--- src/rtl/mbx_pkg.sv ---
`timescale 1ns/1ps
package mbx_pkg;
  localparam int REV_OFS  = 'h000;
  localparam int MSG_BASE = 'h040;
  localparam int FST_BASE = 'h080;
  localparam int MST_BASE = 'h0C0;

  // Per-queue register offsets
  function automatic int msg_ofs(input int m);
    return MSG_BASE + 4 * m;
  endfunction

  function automatic int full_ofs(input int m);
    return FST_BASE + 4 * m;
  endfunction

  function automatic int level_ofs(input int m);
    return MST_BASE + 4 * m;
  endfunction

  // Per-user register offsets; alt selects the split mask layout
  function automatic int stat_ofs(input int u, input bit alt);
    return alt ? ('h104 + 16 * u) : ('h100 + 8 * u);
  endfunction

  function automatic int mask_ofs(input int u, input bit alt);
    return alt ? ('h108 + 16 * u) : ('h104 + 8 * u);
  endfunction

  function automatic int mask_clr_ofs(input int u);
    return 'h10C + 16 * u;
  endfunction

  // Event bit positions inside a user's status word
  function automatic int has_data_bit(input int m);
    return 2 * m;
  endfunction

  function automatic int has_room_bit(input int m);
    return 2 * m + 1;
  endfunction
endpackage

--- src/rtl/mbx_fifo.sv ---
`timescale 1ns/1ps
module mbx_fifo #(
  parameter int DATA_W = 32,
  parameter int DEPTH  = 4,
  localparam int PTR_W = (DEPTH > 1) ? $clog2(DEPTH) : 1,
  localparam int CNT_W = $clog2(DEPTH + 1)
) (
  input  logic              clk,
  input  logic              rst_n,
  input  logic              push_req,
  input  logic              pop_req,
  input  logic [DATA_W-1:0] wdata,
  output logic [DATA_W-1:0] head,
  output logic [CNT_W-1:0]  level,
  output logic              full,
  output logic              empty
);
  logic [DATA_W-1:0] store [DEPTH];
  logic [PTR_W-1:0]  wr_ptr, rd_ptr;
  logic              push_ok, pop_ok;

  function automatic logic [PTR_W-1:0] step(input logic [PTR_W-1:0] p);
    return (p == PTR_W'(DEPTH - 1)) ? '0 : p + 1'b1;
  endfunction

  assign full    = (level == CNT_W'(DEPTH));
  assign empty   = (level == '0);
  assign push_ok = push_req && !full;
  assign pop_ok  = pop_req && !empty;
  assign head    = empty ? '0 : store[rd_ptr];

  always_ff @(posedge clk) begin
    if (!rst_n) begin
      wr_ptr <= '0;
      rd_ptr <= '0;
      level  <= '0;
    end else begin
      if (push_ok) wr_ptr <= step(wr_ptr);
      if (pop_ok)  rd_ptr <= step(rd_ptr);
      case ({push_ok, pop_ok})
        2'b10:   level <= level + 1'b1;
        2'b01:   level <= level - 1'b1;
        default: level <= level;
      endcase
    end
  end

  always_ff @(posedge clk) begin
    if (push_ok) store[wr_ptr] <= wdata;
  end
endmodule

--- src/rtl/mbx_irq_user.sv ---
`timescale 1ns/1ps
module mbx_irq_user #(
  parameter int EVT_W   = 8,
  parameter bit ALT_MAP = 1'b0
) (
  input  logic             clk,
  input  logic             rst_n,
  input  logic [EVT_W-1:0] set_vec,
  input  logic             stat_clr_we,
  input  logic             mask_wr_we,
  input  logic             mask_clr_we,
  input  logic [EVT_W-1:0] wdata,
  output logic [EVT_W-1:0] status,
  output logic [EVT_W-1:0] mask,
  output logic             irq
);
  logic [EVT_W-1:0] clr_bits, status_nx, mask_nx;

  assign clr_bits  = stat_clr_we ? wdata : '0;
  assign status_nx = (status & ~clr_bits) | set_vec;

  always_comb begin
    mask_nx = mask;
    if (mask_clr_we)     mask_nx = mask & ~wdata;
    else if (mask_wr_we) mask_nx = ALT_MAP ? (mask | wdata) : wdata;
  end

  always_ff @(posedge clk) begin
    if (!rst_n) begin
      status <= '0;
      mask   <= '0;
    end else begin
      status <= status_nx;
      mask   <= mask_nx;
    end
  end

  assign irq = |(status & mask);
endmodule

--- src/rtl/ipc_mailbox_hub.sv ---
`timescale 1ns/1ps
module ipc_mailbox_hub
  import mbx_pkg::*;
#(
  parameter int NUM_BOX    = 4,
  parameter int NUM_USER   = 2,
  parameter int DATA_W     = 32,
  parameter int FIFO_DEPTH = 4,
  parameter int ADDR_W     = 9,
  parameter bit ALT_MAP    = 1'b0,
  parameter int REV_MAJOR  = 1,
  parameter int REV_MINOR  = 2
) (
  input  logic                clk,
  input  logic                rst_n,
  input  logic [ADDR_W-1:0]   bus_addr,
  input  logic                bus_we,
  input  logic                bus_re,
  input  logic [DATA_W-1:0]   bus_wdata,
  output logic [DATA_W-1:0]   bus_rdata,
  output logic [NUM_USER-1:0] irq_out
);
  localparam int EVT_W = 2 * NUM_BOX;
  localparam int CNT_W = $clog2(FIFO_DEPTH + 1);

  // Decode strobes
  logic                hit_rev;
  logic [NUM_BOX-1:0]  hit_msg, hit_full, hit_level;
  logic [NUM_USER-1:0] hit_stat, hit_mask, hit_mask_clr;

  // Named events for the checker
  logic [NUM_BOX-1:0]              push_req, pop_req, fifo_full, fifo_empty;
  logic [NUM_BOX-1:0][CNT_W-1:0]   fifo_cnt;
  logic [NUM_BOX-1:0][DATA_W-1:0]  fifo_head;
  logic [EVT_W-1:0]                set_vec;
  logic [NUM_USER-1:0]             clr_we, mask_we, mask_clr_we;
  logic [NUM_USER-1:0][EVT_W-1:0]  evt_status, evt_mask;

  assign hit_rev = (bus_addr == ADDR_W'(REV_OFS));

  for (genvar m = 0; m < NUM_BOX; m++) begin : g_box
    assign hit_msg[m]   = (bus_addr == ADDR_W'(msg_ofs(m)));
    assign hit_full[m]  = (bus_addr == ADDR_W'(full_ofs(m)));
    assign hit_level[m] = (bus_addr == ADDR_W'(level_ofs(m)));
    assign push_req[m]  = bus_we && hit_msg[m];
    assign pop_req[m]   = bus_re && hit_msg[m];

    mbx_fifo #(.DATA_W(DATA_W), .DEPTH(FIFO_DEPTH)) fifo_i (
      .clk      (clk),
      .rst_n    (rst_n),
      .push_req (push_req[m]),
      .pop_req  (pop_req[m]),
      .wdata    (bus_wdata),
      .head     (fifo_head[m]),
      .level    (fifo_cnt[m]),
      .full     (fifo_full[m]),
      .empty    (fifo_empty[m])
    );

    assign set_vec[has_data_bit(m)] = !fifo_empty[m];
    assign set_vec[has_room_bit(m)] = !fifo_full[m];
  end

  for (genvar u = 0; u < NUM_USER; u++) begin : g_user
    assign hit_stat[u] = (bus_addr == ADDR_W'(stat_ofs(u, ALT_MAP)));
    assign hit_mask[u] = (bus_addr == ADDR_W'(mask_ofs(u, ALT_MAP)));
    if (ALT_MAP) begin : g_split
      assign hit_mask_clr[u] = (bus_addr == ADDR_W'(mask_clr_ofs(u)));
    end else begin : g_direct
      assign hit_mask_clr[u] = 1'b0;
    end
    assign clr_we[u]      = bus_we && hit_stat[u];
    assign mask_we[u]     = bus_we && hit_mask[u];
    assign mask_clr_we[u] = bus_we && hit_mask_clr[u];

    mbx_irq_user #(.EVT_W(EVT_W), .ALT_MAP(ALT_MAP)) user_i (
      .clk         (clk),
      .rst_n       (rst_n),
      .set_vec     (set_vec),
      .stat_clr_we (clr_we[u]),
      .mask_wr_we  (mask_we[u]),
      .mask_clr_we (mask_clr_we[u]),
      .wdata       (bus_wdata[EVT_W-1:0]),
      .status      (evt_status[u]),
      .mask        (evt_mask[u]),
      .irq         (irq_out[u])
    );
  end

  // Read multiplexer
  always_comb begin
    bus_rdata = '0;
    if (hit_rev) bus_rdata = DATA_W'({4'(REV_MAJOR), 4'(REV_MINOR)});
    for (int m = 0; m < NUM_BOX; m++) begin
      if (hit_msg[m])   bus_rdata = fifo_head[m];
      if (hit_full[m])  bus_rdata = DATA_W'(fifo_full[m]);
      if (hit_level[m]) bus_rdata = DATA_W'(fifo_cnt[m]);
    end
    for (int u = 0; u < NUM_USER; u++) begin
      if (hit_stat[u])                    bus_rdata = DATA_W'(evt_status[u]);
      if (hit_mask[u] || hit_mask_clr[u]) bus_rdata = DATA_W'(evt_mask[u]);
    end
  end
endmodule

--- config.mk ---
export PLATFORM = sky130hd
export DESIGN_NAME = ipc_mailbox_hub
export DESIGN_NICKNAME = d
export VERILOG_FILES = /design/src/rtl/mbx_pkg.sv /design/src/rtl/mbx_fifo.sv /design/src/rtl/mbx_irq_user.sv /design/src/rtl/ipc_mailbox_hub.sv
export SDC_FILE = /design/constraint.sdc
export NUM_CORES = 1
export LEC_CHECK = 0
export ABC_CLOCK_PERIOD_IN_PS = 5500
export BUFFER_PORTS_ARGS = -buffer_cell sky130_fd_sc_hd__buf_2
export CELL_PAD_IN_SITES_DETAIL_PLACEMENT = 2
export CELL_PAD_IN_SITES_GLOBAL_PLACEMENT = 2
export CORE_MARGIN = 4
export CORE_UTILIZATION = 35
export DETAILED_ROUTE_END_ITERATION = 16
export PLACE_DENSITY_LB_ADDON = 0.1
export SLEW_MARGIN = 20
export SYNTH_ARGS = -nofsm -noshare
export SYNTH_HDL_FRONTEND = slang
export SYNTH_SLANG_ARGS = --single-unit
--- constraint.sdc ---
create_clock -name clk -period 5.5 [get_ports clk]
set_input_delay 0.275 -clock clk [delete_from_list [all_inputs] [get_ports clk]]
set_output_delay 0.275 -clock clk [all_outputs]
set_load 0.05 [all_outputs]
; After elaboration in Yosys (flattened, before gate mapping)
; Memory sizes are Yosys's and may differ from the RTL's. A register that Yosys moved wholly into a read port is not among the register bits.
; Cells that the tools add are included.
[op_classes]
addsub = 16
n_reduce_logical = 39
bitwise = 8
n_eq_ne = 36
mux = 51
[op_table]
columns = op, count
row1 = $mux W32, 20
row2 = $eq A9 B8 Y1 const B, 8
row3 = $eq A9 B7 Y1 const B, 4
row4 = $eq A9 B9 Y1 const B, 4
row5 = $and A8 B8 Y8, 4
row6 = $mux W2, 16
row7 = $eq A2 B2 Y1 const B, 12
row8 = $pmux W3 S2, 4
row9 = $logic_and A1 B1 Y1, 20
row10 = $add A2 B1 Y2 const B, 8
row11 = $mux W8, 2
row12 = $not A8 Y8, 2
row13 = $or A8 B8 Y8, 2
row14 = $reduce_or A8 Y1, 2
row15 = $add A3 B1 Y3 const B, 4
row16 = $eq A3 B3 Y1 const B, 4
row17 = $logic_not A3 Y1, 4
row18 = $sub A3 B1 Y3 const B, 4
row19 = $logic_not A9 Y1, 1
row20 = $eq A2 B1 Y1 const B, 4
row21 = $logic_not A1 Y1, 8
row22 = $mux W1, 8
row23 = $reduce_bool A2 Y1, 4
row24 = $mux W5, 1
[totals]
n_memories = 4
word_cells = 170
inputBits = 45
ram_bits = 512
regBits = 60
[memory_table]
columns = memory, depth, word_bits, read_ports, rd_ports_with_merged_regs, wr, line
row1 = g_box[0].fifo_i.store, 4, 32, 1, 1, 1, mbx_fifo.sv:18  ; logic [DATA_W-1:0] store [DEPTH];
row2 = g_box[1].fifo_i.store, 4, 32, 1, 1, 1, mbx_fifo.sv:18
row3 = g_box[2].fifo_i.store, 4, 32, 1, 1, 1, mbx_fifo.sv:18
row4 = g_box[3].fifo_i.store, 4, 32, 1, 1, 1, mbx_fifo.sv:18

; Longest topological paths before layout
; Gate-level depths: netlist of run 1.
[depth]
word_depth = 18
mapped_depth = 13
depth_no_buf = 11

; Cells and area by module
; From an unflattened synthesis of run 1, not the netlist that was laid out.
[unflattened]
hier_cells = 1444
area_unflattened_um2 = 24941.4
[modules_own_cells]
columns = mod, seq_area_each_um2, cells_per_inst, n_inst, area_each_um2
row1 = mbx_fifo, 4023.9, 258, 4, 5449.0
row2 = ipc_mailbox_hub, 0.0, 268, 1, 1709.1
row3 = mbx_irq_user, 320.3, 72, 2, 718.2

; Least setup slack after synthesis of run 1
; No wires, ideal clock.
[synth_path]
kind = input-to-output
from = input bus_addr[3]
to = output bus_rdata[3]
t_required_ps = 5225
path_stages = 7
t_arrival_ps = 2673
path_buffers = 2
slack_ps = 2552
path_cell_list = buf_6 > nor3_4 > nand2_1 > nor3b_2 > buf_2 > a221oi_2 > o32ai_1
[synth_between]
elab_chain_len = 17
word_cells_on_any_way = 32
classes_between = 16 x eq/ne / 16 x mux
[synth_rtl]
columns = item, line
row1 = start: declaration, ipc_mailbox_hub.sv:16  ; input logic [ADDR_W-1:0] bus_addr,
row2 = $eq A9 B7 Y1, ipc_mailbox_hub.sv:42  ; assign hit_msg[m] = (bus_addr == ADDR_W'(msg_ofs(m)));
row3 = $mux W32, ipc_mailbox_hub.sv:95  ; if (hit_msg[m]) bus_rdata = fifo_head[m];
row4 = $mux W32, ipc_mailbox_hub.sv:96  ; if (hit_full[m]) bus_rdata = DATA_W'(fifo_full[m]);
row5 = $mux W32, ipc_mailbox_hub.sv:97  ; if (hit_level[m]) bus_rdata = DATA_W'(fifo_cnt[m]);
row6 = $mux W32, ipc_mailbox_hub.sv:95
row7 = $mux W32, ipc_mailbox_hub.sv:96
row8 = $mux W32, ipc_mailbox_hub.sv:97
row9 = $mux W32, ipc_mailbox_hub.sv:95
row10 = $mux W32, ipc_mailbox_hub.sv:96
row11 = $mux W32, ipc_mailbox_hub.sv:97
row12 = $mux W32, ipc_mailbox_hub.sv:95
row13 = $mux W32, ipc_mailbox_hub.sv:96
row14 = $mux W32, ipc_mailbox_hub.sv:97
row15 = $mux W32, ipc_mailbox_hub.sv:100  ; if (hit_stat[u]) bus_rdata = DATA_W'(evt_status[u]);
row16 = $mux W32, ipc_mailbox_hub.sv:101  ; if (hit_mask[u] || hit_mask_clr[u]) bus_rdata = DATA_W'(evt_mask[u]);
row17 = $mux W32, ipc_mailbox_hub.sv:100
row18 = $mux W32 (*), ipc_mailbox_hub.sv:101
row19 = end: declaration, ipc_mailbox_hub.sv:20  ; output logic [DATA_W-1:0] bus_rdata,
; Mark *: on every way between the ends. The rest lies on a longest branch, timed or not.

==> results by group, run 1 <==
Timing
  – RSZ-0062 raised after global routing: false
  – Final Hold Vio Count: 0
  – Final Cycle Share: 68.23%
  – Setup violators final: 0
  – Max_slew headroom: 29.82%
  – Setup TNS: 0 ps
  – Max Freq: 266.5 MHz
  – Max-slew violations: 0
  – Hold Slack: 58.17 ps
  – Setup Skew: 27.02 ps
  – Setup WS post-layout: 1747 ps
  – Tmin final: 3753 ps
  – Actual slew at the worst max-slew pin: 1050 ps

Drt
  – Initial DRC count: 868
  – Wire per inst: 28.80 um
  – Final wirelength: 65,570 um
  – Number of remaining DRC errors: 0
  – Vias per inst: 5.287
  – Final ANT Viol Nets: 0
  – DR vias: 12,038
  – Drt first pass iters: 5

Placed design
  – GP Congestion: 0.7649
  – # port buffers: 78
  – Post-DP HPWL: 37,890 um
  – Placed inst area: 24,630 sq um
  – Setup WS pre-CTS: 1608 ps

Final layout
  – Area Growth Syn to Fin: 14.97%
  – # fillers: 6,250
  – Storage cell area: 16,750 sq um
  – Area taken by multi-input logic gates: 6067 sq um
  – Layout cell share with drive strength beyond 1: 26.65%
  – Final Net Count: 1,435
  – Design Area, Final: 26,710 sq um

Critical path
  – Crit. End Element: output pin
  – Max FO, Critical Path: 19
  – Reg2Reg Depth: 11
  – Crit Path Class: register to output pin
  – Worst EP arrival: 3480 ps
  – Startpoint types: register
  – CP required: 5220 ps

Yosys
  – Most common cell in the netlist: edfxtp_1
  – Post-Syn Nets: 1,324
  – Yosys top cell by area: edfxtp_1
  – Synth Flop Type: edfxtp_1
  – Yosys Warn Count: 0
  – Number of synthesized flops with an enable pin: 512
  – Commonest cells in the netlist: 512 x edfxtp_1, 132 x mux4_2, 82 x nand2_1, 68 x dfxtp_1, 57 x a22oi_1
  – FFs w/ async S/R, synth: 0%
  – Post-synth cell types: 63
  – Synth area leaders: edfxtp_1 66%, mux4_2 13%, dfxtp_1 5.9%, a22oi_1 1.8%, nand2_1 1.3%
  – Cells after Synth: 1,251
  – Synthesized area: 23,230 sq um
  – Flops & latches, synth: 580
  – Post-synthesis sequential area ratio: 72.05%
  – Share of the synthesized area in the top cell type: 66.19%
  – Syn_area_per_cell: 18.57 sq um

Floorplan
  – I/O pins: 79
  – Row Count: 94
  – Die footprint: 70,560 sq um
  – Die height: 265.6 um
  – Die X-Extent: 265.6 um
  – Initial Util: 35.33%
  – Core region area: 65,750 sq um

Clock tree
  – # hold bufs at CTS: 0
  – Max clock buf depth: 3
  – CTS clock-pin slew for the worst setup and hold paths: 60 ps
  – Clk root buf: clkbuf_16
  – TritonCTS clock tree: done
  – Clk sinks: 580
  – Skew-Pair Late Insertion Delay: 600 ps
  – CTS buffer count: 68
  – Post-CTS Resized: 0
  – Post-CTS setup buffer count: 0
  – H-tree Lvls: 3

GRT
  – GRT Util Overall: 18.87%
  – Antenna violations before repair: 4
  – First-pass GRT wire length: 96,980 um
  – Vias in the first global route: 13,541
  – Total grt overflow: 0
  – Largest net degree at the start of global routing: 61

Run
  – Max cap viols: 0

Power and ir drop
  – Worst vdd rail ir drop: 296.3 uV
  – Power Density: 343.6 nW/um^2
  – Leakage: 8.551 nW

Hold path
  – WHS Path Cells: 1
  – Hold WC Path Type: primary input to register

Run status
  – Outcome: complete, no violations
[registers in the layout (all words and copies together) (netlist names), named ones only]
name,flops
g_box.fifo_i.store,512
g_user.user_i.mask,16
g_user.user_i.status,16
g_box.fifo_i.level,12
g_box.fifo_i.rd_ptr,8
g_box.fifo_i.wr_ptr,8
[logic make-up after synthesis]
kind of cell,count (synthesis),synth area share [%]
DFF,580,72.05
and+or+nand+nor,220,5.413
AOI/OAI and AO/OA,158,4.740
muxes,157,13.87
buffers and inverters,100,1.987
adders and majority gates,28,1.637
xor gates and xnor gates,8,0.3016
[final cells by class]
class,instances,area share (%)
multi-input combinational,571,22.72
timing repair buffer,105,2.230
tap,864,4.048
sequential,580,62.73
antenna,2,0.01874
clock buffer,85,6.610
inverter,36,0.5060
clock inverter,34,1.143
[metal layers]
metal  up-vias  wire length (um)  track usage [%]
met1      6484             29150            25.83
met4         4              1343            4.516
met2       240             32460            31.70
met3        82              2593            3.293
met5         -                21                0
li1       5228                 -                -
[path summary, 6_finish.rpt]
check                                  from                            to  slack, ps
hold reg to reg   g_box[1].fifo_i.rd_ptr[0]     g_box[1].fifo_i.rd_ptr[0]        490
setup / recovery                   register                  bus_rdata[5]       1750
hold / removal                bus_wdata[31]  g_box[1].fifo_i.store[3][31]         60
setup reg to reg   g_box[1].fifo_i.level[1]      g_box[1].fifo_i.level[2]       2220
[worst max-delay path: stages, from the launching register on]
cell and delay, ps:
dfxtp_2 910, mux4_2 620, nand3_1 100, a21oi_1 120, a221oi_1 530, o32ai_1 190
o21a_1 170, buf_2 220
[placed cells by master (no fill, tap or decap), types with 5 or more instances in the layout]
cell type  count
or3_1         13
nand3_1       14
clkinv_1      12
inv_1         35
mux4_2       132
and2_1        10
buf_2         77
nand4_1        5
a21boi_0      17
and2_2        17
buf_4         28
clkbuf_16     68
nor2b_1       32
edfxtp_1     512
dfxtp_2        5
dfxtp_1       60
a21oi_1       31
clkbuf_1      17
nor2_1        16
a22oi_1       57
mux2i_1       25
o21ai_0       17
o22ai_1        5
nand2_1       82
clkinv_2      11
ha_1          24
[report_power, final]
group          switching, mW  total [mW]  internal, mW
registers            0.00325        4.79          4.79
logic                 0.0979       0.127        0.0289
clock network           1.79        4.26          2.47
[per-stage QoR]
step | util (%) | cells | total power [mW]
2_1_floorplan | - | 1251 | 4.923
3_3_place_gp | 37.46 | 2156 | 5.005
3_5_place_dp | 37.46 | 2156 | 5.011
4_1_cts | 40.61 | 2275 | 9.306
5_1_grt | 40.62 | 2275 | 9.510
6_report | 40.62 | 2277 | 9.178
No activity file was read; power rests on OpenSTA's default activity.
==> inputs of run 2 (changes only) <==
--- a/config.mk
+++ b/config.mk
@@ -5,7 +5,8 @@
 export SDC_FILE = /design/constraint.sdc
 export NUM_CORES = 1
 export LEC_CHECK = 0
-export ABC_CLOCK_PERIOD_IN_PS = 5500
+export ABC_AREA = 1
+export ABC_CLOCK_PERIOD_IN_PS = 3800
 export BUFFER_PORTS_ARGS = -buffer_cell sky130_fd_sc_hd__buf_2
 export CELL_PAD_IN_SITES_DETAIL_PLACEMENT = 2
 export CELL_PAD_IN_SITES_GLOBAL_PLACEMENT = 2
==> constraint.sdc (replaced) <==
create_clock -name clk -period 3.8 [get_ports clk]
set_input_delay 0.19 -clock clk [delete_from_list [all_inputs] [get_ports clk]]
set_output_delay 0.19 -clock clk [all_outputs]
set_load 0.05 [all_outputs]
==> run 2 against run 1 <==
Die area rose by 1.3%; clock power rose by 50%; largest power group unchanged; final cell count rose by 31%; via count rose by 37%; sequential share of layout area fell by 1.8 points; highest routed layer unchanged; synthesized cell count rose by 56%; critical path type unchanged; register-to-register slack got worse by 1200 ps.
==> results by group, run 2 <==
Yosys
  – Synth area leaders: edfxtp_1 65%, o21ai_0 6.5%, dfxtp_1 5.8%, nor2_1 4.7%, o22ai_1 3.2% (was edfxtp_1 66%, mux4_2 13%, dfxtp_1 5.9%, a22oi_1 1.8%, nand2_1 1.3%)
  – Post-synth cell types: 49 (was 63)
  – Post-Syn Nets: 2,020 (was 1,324)
  – Synth Flop Type: edfxtp_1 (unchanged)
  – Most common cell in the netlist: edfxtp_1 (unchanged)
  – Xor/xnor share of the synthesized area: 0% (was 0.3016%)
  – Compound-Gate Fraction of Synth Area: 14.17% (was 4.740%)
  – Largest family of logic cells by synthesized area: compound AO/OA/AOI/OAI gates (was multiplexers)
  – Cells after Synth: 1,947 (was 1,251)
  – Post-synthesis sequential area ratio: 71.10% (was 72.05%)
  – Syn_area_per_cell: 12.09 sq um (was 18.57 sq um)
  – Yosys top cell by area: edfxtp_1 (unchanged)
  – Multiplexer share of the synthesized area: 0% (was 13.87%)
  – Share of the synthesized area in the top cell type: 65.31% (was 66.19%)
  – Commonest cells in the netlist: 512 x edfxtp_1, 308 x o21ai_0, 296 x nor2_1, 137 x nand2_1, 122 x o22ai_1 (was 512 x edfxtp_1, 132 x mux4_2, 82 x nand2_1, 68 x dfxtp_1, 57 x a22oi_1)
  – Yosys Warn Count: 0 (unchanged)
  – Synthesized area: 23,540 sq um (was 23,230 sq um)
  – Number of synthesized flops with an enable pin: 512 (unchanged)
  – FFs w/ async S/R, synth: 0% (unchanged)
  – Simple-gate portion of the synthesized area: 9.195% (was 5.413%)
  – Flops & latches, synth: 580 (unchanged)
  – Synth Area in Adders: 1.616% (was 1.637%)

Critical path
  – Worst EP arrival: 3170 ps (was 3480 ps)
  – Reg2Reg Depth: 13 (was 11)
  – CP required: 3610 ps (was 5220 ps)
  – CP cell instances: inv_2 -> buf_12 -> o21ai_0 -> o22ai_1 -> a21oi_1 -> a31oi_1 -> buf_2 (was mux4_2 -> nand3_1 -> a21oi_1 -> a221oi_1 -> o32ai_1 -> o21a_1 -> buf_2)
  – Max FO, Critical Path: 38 (was 19)
  – Crit. End Element: output pin (unchanged)
  – R2R Path End: g_box[0].fifo_i.level[2] (was g_box[1].fifo_i.level[2])
  – RR Startpoint: g_box[0].fifo_i.level[1] (was g_box[1].fifo_i.level[1])
  – Max incr delay on CP: 540 ps (was 910 ps)
  – CP max-delay cell: inv_2 (was dfxtp_2)
  – Flop2flop setup slack: 1010 ps (was 2220 ps)
  – Startpoint types: register (unchanged)
  – Crit Path Class: register to output pin (unchanged)

Power and ir drop
  – Power share of the clock group: 47.2% (was 46.4%)
  – Switching Fraction: 21.03% (was 20.59%)
  – Overall Power: 13.53 mW (was 9.178 mW)
  – Combinational power share: 1.6% (was 1.4%)
  – Sequential Power Share: 51.3% (was 52.2%)
  – Cell-internal power: 10.69 mW (was 7.288 mW)
  – Switching Power: 2.846 mW (was 1.889 mW)
  – Worst vdd rail ir drop: 334.3 uV (was 296.3 uV)
  – Power Density: 492.7 nW/um^2 (was 343.6 nW/um^2)
  – Leakage: 9.395 nW (was 8.551 nW)

Final layout
  – Biggest register: g_box.fifo_i.store (unchanged)
  – Max FFs per register: 512 (unchanged)
  – Layout cell share with drive strength beyond 1: 12.83% (was 26.65%)
  – Largest regs: g_box.fifo_i.store: 512 flops, g_user.user_i.mask: 16 flops, g_user.user_i.status: 16 flops (unchanged)
  – Highest-count cells in the layout ignoring fill and taps: 512 x edfxtp_1, 308 x o21ai_0, 280 x nor2_1 (was 512 x edfxtp_1, 132 x mux4_2, 82 x nand2_1)
  – Final Net Count: 2,135 (was 1,435)
  – Ant diodes: 0 (was 2)
  – Area Growth Syn to Fin: 16.67% (was 14.97%)
  – Commonest non-fill, non-tap cell in the layout: edfxtp_1 (unchanged)
  – # fillers: 6,692 (was 6,250)

Clock tree
  – Post-CTS setup buffer count: 0 (unchanged)
  – Max clock buf depth: 3 (unchanged)
  – CTS buffer count: 68 (unchanged)
  – Clk root buf: clkbuf_16 (unchanged)
  – H-tree Lvls: 3 (unchanged)
  – Clk sinks: 580 (unchanged)
  – CTS clock-pin slew for the worst setup and hold paths: 60 ps (about the same)
  – TritonCTS clock tree: done (unchanged)
  – Skew-Pair Late Insertion Delay: 620 ps (was 600 ps)

Drt
  – DR vias: 16,536 (was 12,038)
  – Vias per inst: 5.555 (was 5.287)
  – Initial DRC count: 1,334 (was 868)
  – Number of remaining DRC errors: 0 (unchanged)
  – Final ANT Viol Nets: 0 (unchanged)
  – Drt first pass iters: 5 (unchanged)
  – Wire per inst: 27.29 um (was 28.80 um)
  – Final wirelength: 81,240 um (was 65,570 um)

GRT
  – First-pass GRT wire length: 119,800 um (was 96,980 um)
  – GRT Util Overall: 22.66% (was 18.87%)
  – Antenna violations before repair: 2 (was 4)
  – Largest net degree at the start of global routing: 66 (was 61)
  – Vias in the first global route: 17,987 (was 13,541)
  – Total grt overflow: 0 (unchanged)

Hold path
  – WHS Path Cells: 1 (unchanged)
  – Hold EP: g_box[1].fifo_i.store[2][11] (was g_box[1].fifo_i.store[3][31])
  – Hold Startpoint: bus_wdata[11] (was bus_wdata[31])
  – Hold WC Path Type: primary input to register (unchanged)

Floorplan
  – I/O pins: 79 (unchanged)
  – Initial Util: 35.55% (was 35.33%)
  – Row Count: 94 (unchanged)
  – Core region area: 66,220 sq um (was 65,750 sq um)
  – Die height: 267.3 um (was 265.6 um)
  – Die footprint: 71,470 sq um (was 70,560 sq um)
  – Die X-Extent: 267.3 um (was 265.6 um)

Timing
  – RSZ-0062 raised after global routing: false (unchanged)
  – Setup Skew: 17.27 ps (was 27.02 ps)
  – Setup TNS: 0 ps (unchanged)
  – Setup violators final: 0 (unchanged)
  – Max Freq: 297.7 MHz
  – Max_slew headroom: 41.10% (was 29.82%)
  – Final Hold Vio Count: 0 (unchanged)
  – Actual slew at the worst max-slew pin: 882.6 ps (was 1050 ps)
  – Max-slew violations: 0 (unchanged)
  – Tmin final: 3359 ps
  – Final Cycle Share: 88.40%

Placed design
  – # port buffers: 78 (unchanged)
  – GP Congestion: 0.7985 (was 0.7649)
  – Post-DP HPWL: 50,080 um (was 37,890 um)

Run status
  – Outcome: complete, no violations (unchanged)

Run
  – Max cap viols: 0 (unchanged)
## run 2: power by group through the flow
| stage | clock (mW) | combinational (mW) | sequential, mW |
|---|---|---|---|
| global route | 6.81 | 0.233 | 6.93 |
| floorplan | 0 | 0.0402 | 7.07 |
| CTS | 6.54 | 0.217 | 6.94 |
| detailed placement | 0 | 0.199 | 7.07 |
| finish | 6.38 | 0.213 | 6.94 |
| global placement | 0 | 0.191 | 7.07 |
## run 2: per-layer routing
layer  track usage [%]  share of wire, %  wire (um)
met2             38.77                49      39740
met1             30.94                45      36520
met4             5.040               2.1       1693
met5                 0             0.025         20
met3             3.078               4.0       3261
## run 2: per-stage QoR
step           cells  worst slack, ps  util, %  area, sq um  hold WS (ps)
3_5_place_dp    2836            903.7    37.92        25110         466.0
2_1_floorplan   1947            879.5        -        23540         288.9
5_1_grt         2977            149.3    41.48        27470         14.43
6_report        2977            440.6    41.48        27470         29.51
4_1_cts         2977            329.0    41.48        27470        0.2368
3_3_place_gp    2836            928.5    37.92        25110         458.8
## run 2: timing repair
action	in CTS	in global routing
hold buffers	20	0
gates resized for setup	0	0
hold endpoints to repair	287	0
## run 2: worst max path at each step
| stage | slack (ps) | cells past startpoint | endpoint | from |
|---|---|---|---|---|
| 2_1_floorplan | 880 | 7 | g_box[1].fifo_i.store[3][0] | bus_addr[1] |
| 3_3_place_gp | 930 | 15 | g_box[0].fifo_i.level[2] | bus_addr[1] |
| 3_5_place_dp | 900 | 16 | g_box[0].fifo_i.level[2] | bus_addr[6] |
| 4_1_cts | 330 | 7 | bus_rdata[30] | register |
| 5_1_grt | 150 | 14 | bus_rdata[2] | register |
| 6_report | 440 | 7 | bus_rdata[10] | register |
## run 2: cells by family (layout without fill, tap and decap cells)
group,after synthesis,after routing
fa+ha+maj,28,28
simple gates,520,520
flops,580,580
buf+inv,227,393
compound gates,592,592
## run 2: area by class of cell
type / count / area, sq um / area share, %
Sequential cell: 580 / 16740 / 60.95
Multi-Input combinational cell: 1140 / 6001 / 21.85
Clock buffer: 96 / 1858 / 6.765
Tap cell: 864 / 1081 / 3.936
Timing Repair Buffer: 147 / 1011 / 3.681
Inverter: 125 / 474.2 / 1.727
Clock inverter: 25 / 299.0 / 1.089
## run 2: critical path, delay by kind of cell (launching register included)
family	cells	cell delay (ps)
AO/OA/AOI/OAI	4	890
flip-flops	1	430
buffers and inverters	3	1160
